$ cat config.mk
export PLATFORM = sky130hd
export DESIGN_NAME = shrot_unit
export DESIGN_NICKNAME = d
export VERILOG_FILES = /design/src/rtl/shrot_pkg.sv /design/src/rtl/shrot_lane.sv /design/src/rtl/shrot_unit.sv
export SDC_FILE = /design/constraint.sdc
export NUM_CORES = 1
export LEC_CHECK = 0
export BUFFER_PORTS_ARGS = -buffer_cell sky130_fd_sc_hd__buf_2
export CELL_PAD_IN_SITES_DETAIL_PLACEMENT = 0
export CELL_PAD_IN_SITES_GLOBAL_PLACEMENT = 1
export CORE_MARGIN = 1
export CORE_UTILIZATION = 39
export CTS_CLUSTER_SIZE = 30
export DETAILED_ROUTE_END_ITERATION = 8
export GPL_ROUTABILITY_DRIVEN = 0
export PLACE_DENSITY = 0.79
export SLEW_MARGIN = 0
export SYNTH_ARGS = -nofsm -noshare
export SYNTH_HDL_FRONTEND = slang
export SYNTH_HIERARCHICAL = 1
export SYNTH_SLANG_ARGS = --single-unit
$ cat constraint.sdc
create_clock -name clk -period 0.8 [get_ports clk]
set_input_delay 0.16 -clock clk [delete_from_list [all_inputs] [get_ports clk]]
set_output_delay 0.16 -clock clk [all_outputs]
set_load 0.01 [all_outputs]
$ cat src/rtl/shrot_pkg.sv
package shrot_pkg;

    localparam int LANE_BASE_W = 8;
    localparam int NUM_LANES   = 3;
    localparam int LONG_W      = LANE_BASE_W << (NUM_LANES - 1);
    localparam int WSEL_W      = 2;
    localparam int OP_W        = 4;

    typedef enum logic [OP_W-1:0] {
        OP_INV  = 4'd0,
        OP_LSL  = 4'd1,
        OP_LSR  = 4'd2,
        OP_ASL  = 4'd3,
        OP_ASR  = 4'd4,
        OP_ROL  = 4'd5,
        OP_ROR  = 4'd6,
        OP_RCL  = 4'd7,
        OP_RCR  = 4'd8
    } op_e;

    typedef struct packed {
        logic [LONG_W-1:0] data;
        logic              n;
        logic              z;
        logic              v;
        logic              c;
        logic              done;
    } shrot_state_t;

endpackage

$ cat src/rtl/shrot_lane.sv
module shrot_lane
    import shrot_pkg::*;
#(
    parameter int W = 8
) (
    input  logic [W-1:0] opnd,
    input  op_e          op,
    input  logic         c_in,
    output logic [W-1:0] res,
    output logic         n_out,
    output logic         z_out,
    output logic         v_out,
    output logic         c_out
);
    localparam int TOP = W - 1;

    logic msb;
    logic lsb;
    logic nxt;

    assign msb = opnd[TOP];
    assign lsb = opnd[0];
    assign nxt = opnd[TOP-1];

    always_comb begin
        res   = opnd;
        c_out = c_in;
        v_out = 1'b0;
        case (op)
            OP_INV: begin
                res = ~opnd;
            end
            OP_LSL: begin
                res   = {opnd[TOP-1:0], 1'b0};
                c_out = msb;
            end
            OP_LSR: begin
                res   = {1'b0, opnd[TOP:1]};
                c_out = lsb;
            end
            OP_ASL: begin
                res   = {opnd[TOP-1:0], 1'b0};
                c_out = msb;
                v_out = msb ^ nxt;
            end
            OP_ASR: begin
                res   = {msb, opnd[TOP:1]};
                c_out = lsb;
            end
            OP_ROL: begin
                res   = {opnd[TOP-1:0], msb};
                c_out = msb;
            end
            OP_ROR: begin
                res   = {lsb, opnd[TOP:1]};
                c_out = lsb;
            end
            OP_RCL: begin
                res   = {opnd[TOP-1:0], c_in};
                c_out = msb;
            end
            OP_RCR: begin
                res   = {c_in, opnd[TOP:1]};
                c_out = lsb;
            end
            default: begin
                res   = opnd;
                c_out = c_in;
            end
        endcase
        n_out = res[TOP];
        z_out = (res == '0);
    end

endmodule

$ cat src/rtl/shrot_unit.sv
module shrot_unit
    import shrot_pkg::*;
(
    input  logic              clk,
    input  logic              rst_n,
    input  logic              in_valid,
    input  logic [OP_W-1:0]   in_op,
    input  logic [WSEL_W-1:0] in_width,
    input  logic [LONG_W-1:0] in_data,
    input  logic              in_carry,
    output logic              out_valid,
    output logic [LONG_W-1:0] out_data,
    output logic              out_n,
    output logic              out_z,
    output logic              out_v,
    output logic              out_c
);
    localparam logic [WSEL_W-1:0] LAST_SEL = WSEL_W'(NUM_LANES - 1);

    op_e               op_sel;
    logic [LONG_W-1:0] lane_res [NUM_LANES];
    logic              lane_n   [NUM_LANES];
    logic              lane_z   [NUM_LANES];
    logic              lane_v   [NUM_LANES];
    logic              lane_c   [NUM_LANES];
    logic [WSEL_W-1:0] sel;

    shrot_state_t st_d;
    shrot_state_t st_q;

    assign op_sel = op_e'(in_op);

    for (genvar g = 0; g < NUM_LANES; g++) begin : g_lane
        localparam int LW = LANE_BASE_W << g;
        logic [LW-1:0] r_w;

        shrot_lane #(.W(LW)) u_lane (
            .opnd  (in_data[LW-1:0]),
            .op    (op_sel),
            .c_in  (in_carry),
            .res   (r_w),
            .n_out (lane_n[g]),
            .z_out (lane_z[g]),
            .v_out (lane_v[g]),
            .c_out (lane_c[g])
        );

        assign lane_res[g] = LONG_W'(r_w);
    end

    always_comb begin
        sel = (in_width > LAST_SEL) ? LAST_SEL : in_width;
    end

    always_comb begin
        st_d      = st_q;
        st_d.done = 1'b0;
        if (in_valid) begin
            st_d.data = lane_res[sel];
            st_d.n    = lane_n[sel];
            st_d.z    = lane_z[sel];
            st_d.v    = lane_v[sel];
            st_d.c    = lane_c[sel];
            st_d.done = 1'b1;
        end
    end

    always_ff @(posedge clk or negedge rst_n) begin
        if (!rst_n) begin
            st_q <= '0;
        end else begin
            st_q <= st_d;
        end
    end

    assign out_valid = st_q.done;
    assign out_data  = st_q.data;
    assign out_n     = st_q.n;
    assign out_z     = st_q.z;
    assign out_v     = st_q.v;
    assign out_c     = st_q.c;

    p_done_pulse_r8: assert property (@(posedge clk) disable iff (!rst_n)
        in_valid |=> out_valid);

    p_done_low_r8: assert property (@(posedge clk) disable iff (!rst_n)
        !in_valid |=> !out_valid);

    p_hold_data_r9: assert property (@(posedge clk) disable iff (!rst_n)
        !in_valid |=> $stable(out_data) && $stable(out_c) && $stable(out_v));

    p_byte_upper_zero_r4: assert property (@(posedge clk) disable iff (!rst_n)
        in_valid && in_width == '0 |=> out_data[LONG_W-1:LANE_BASE_W] == '0);

    p_zero_flag_r7: assert property (@(posedge clk) disable iff (!rst_n)
        out_valid |-> out_z == (out_data == '0));

    p_no_overflow_r6: assert property (@(posedge clk) disable iff (!rst_n)
        in_valid && in_op != OP_W'(OP_ASL) |=> !out_v);

    p_inv_keeps_carry_r5: assert property (@(posedge clk) disable iff (!rst_n)
        in_valid && in_op == OP_W'(OP_INV) |=> out_c == $past(in_carry));

    p_rcl_carry_in_r3: assert property (@(posedge clk) disable iff (!rst_n)
        in_valid && in_op == OP_W'(OP_RCL) |=> out_data[0] == $past(in_carry));

endmodule

==> metrics <==
status=finished with violations; failing checks=negative setup slack; Compound-Gate Fraction of Synth Area=0.381; Placed Instances=1,174; post-synthesis average cell area=7.07 µm²; Layout Nets=1,125; LEAKAGE=4.26 nW; aggregate routed wire length=28,200 µm; DR DRC count=0; Root Driver=clkbuf_16; Bufs on Longest Clock Path=2; total grt overflow=0; CTS tree=yes; max capacitance violation total=0; Sink Count=37; area leader, netlist=dfrtp_1; Netlist Area Pre-Place=5490 µm²; Slowest Stage Delay on Critical Path=0.41 ns; placed wire-length estimate=17,500 µm; Cells after Synth=776; Crit Path Class=in2reg; Finished Core Util=0.732; number of global-route vias before repair=7,386; synthesis-to-finish area growth=80.0%; cell family with most CP delay=compound AO/OA/AOI/OAI gates; post-synthesis async set-or-reset flop share=1.00; layout cells sized above 1=0.528; placed cell area=7730 µm²; core box area=13,500 µm²; CTS buffer count=5; antenna-violating nets left=0; Die Wd=121 µm; Critical-path top delay cell=nor4_1; sequential fraction of the synthesis area=0.169; Max Slew Vio Count=0; critical-path cell list=buf_16 > buf_16 > buf_6 > or2_4 > buf_6 > a21oi_1 > nor4_1 > a21oi_1 > a211oi_2 > mux2i_1 > o211ai_2; non-filler cells, final=1,259; peak supply drop=0.000783 V; Startpoint Class=primary input; data arrival time of the critical path=2.15 ns; die span in y=121 µm; CP Capture Type=flop; Synth Area in Adders=0; drt first-iter violations=1,251; Final Hold Vio Count=0; YS warnings=6; initial core utilization=0.406; Top Ports=79; Via density=6.62; worst path bufs/invs=4; max_slew headroom=0.541; Die Area=14,500 µm²; WHS=0.286 ns; Hold Crit Class=in2reg; CP Max Fanout=6; share of the synthesized area in the top cell type=0.169; clock latency on the worst-skew pair=0.28 ns; H-tree depth=2; largest family of logic cells by synthesized area=compound AO/OA/AOI/OAI gates; #FFs+latches synth=37; unrepaired setup endpoints after global routing=true; Worst Tran Pin Value=0.688 ns; total track usage=0.337; R2R cell count=3; Req. time, crit path=1.00 ns; wire length of the first global-routing pass=38,500 µm; Synth Flop Type=dfrtp_1; syn_nets=818; WP depth=11; EDFF count, synth=0; library cells used by synthesis=72; ANT cells=0; Worst Clk Skew=0 ns; Post-synth top cells=o21ai_0 (105), nor2_1 (69), nand2_1 (59); Final period util=2.43; cell with the most instances after synthesis=o21ai_0; DR WL/cell=22.4 µm; fin crit period=1.94 ns; final setup fails=73; First-pass DRT Iterations=5; mux cell area share after synthesis=0.0871; initial antenna violation count=0; Clk pin slew, worst setup/hold paths=0.05 ns; synth top area cells=dfrtp_1 (17%), o21ai_0 (9.6%), mux2i_1 (7.5%), nor2_1 (4.7%), nand2_1 (4.0%); fin area=9880 µm²; P per Cell Area=1060 nW/µm²; Max Freq=515 MHz; PortBufs=78; DR vias=8,337; XOR/XNOR share of the synthesized area=0.00798; filler cell count=892; simple-gate area share of the yosys netlist=0.246; largest net degree at the start of global routing=39; worst hold path depth=3; worst setup margin=-1.14 ns; FP Rows=42
-- worst min-delay path: cells and delay by family --
kind | cells | cell delay (ns)
AO/OA/AOI/OAI | 1 | 0.05
buffers and inverters | 1 | 0.20
AND/OR/NAND/NOR | 1 | 0.11
-- flip-flops by register name, summed over array words and instances (netlist names) --
name	flops
out_c	1
out_v	1
out_valid	1
out_n	1
out_data	32
out_z	1
-- path summary, 6_finish.rpt --
kind	end	from	slack, ns
worst min register to register	out_data[23]	out_data[23]	0.51
max in group asynchronous	out_data[16]	rst_n	0.24
worst min-delay path	out_data[31]	in_valid	0.29
worst max register to register	out_data[1]	out_data[1]	-0.08
min in group asynchronous	out_data[7]	rst_n	0.38
worst max-delay path	out_z	in_op[1]	-1.14
-- what timing repair did --
action,4_1_cts,5_1_grt
gates resized for setup,154,150
pin swaps,42,56
gates cloned,8,6
hold buffers,1,0
setup buffers,44,30
hold endpoints to repair,37,0
endpoints found under the setup margin,73,73
-- stage by stage --
step	total power, mW	setup WS, ns	setup TNS (ns)
finish	10.5	-1.14	-29.12
global route	10.9	-1.28	-32.01
CTS	9.51	-1.05	-28.75
detailed placement	6.78	-1.49	-36.84
global placement	6.66	-1.43	-35.56
floorplan	4.64	-1.12	-23.86
-- logic make-up after synthesis --
logic type      after synthesis
flops                        37
simple gates                261
buf+inv                     122
compound gates              304
mux                          47
xor+xnor                      5
-- layout by cell type (no fill, tap or decap), types with 14 or more instances in the layout --
master	count
buf_4	223
buf_2	64
nand2_1	57
buf_6	52
nor2_1	50
o21ai_0	50
o21ai_1	40
dfrtp_1	37
mux2i_1	31
a21oi_1	29
inv_1	27
nand3_1	26
buf_12	20
o211ai_1	14
-- power breakdown --
part,internal [mW],switching [mW],leakage (nW)
sequential,2.09,0.125,0.464
combinational,3.12,3.26,3.72
clock,1.22,0.701,0.0700
total,6.43,4.08,4.26
-- routing by layer --
metal / routed length, µm / part of all wire / vias to the layer above / GRT usage
met3: 3170 / 0.11 / 200 / 0.0509
met5: 0 / 0 / - / 0
met2: 12600 / 0.45 / 702 / 0.539
li1: - / - / 3538 / -
met1: 10600 / 0.38 / 3897 / 0.447
met4: 1820 / 0.064 / 0 / 0.145
-- final cells by class --
class                   count  area, µm²  share of cell area
well taps                 176        220              0.0223
flip-flops and latches     37        926              0.0937
inverters                  35        134              0.0136
repair buffers            386       3560               0.360
multi-input cells         618       4900               0.496
clock buffers               7        143              0.0144
(Power assumes the default switching activity.)
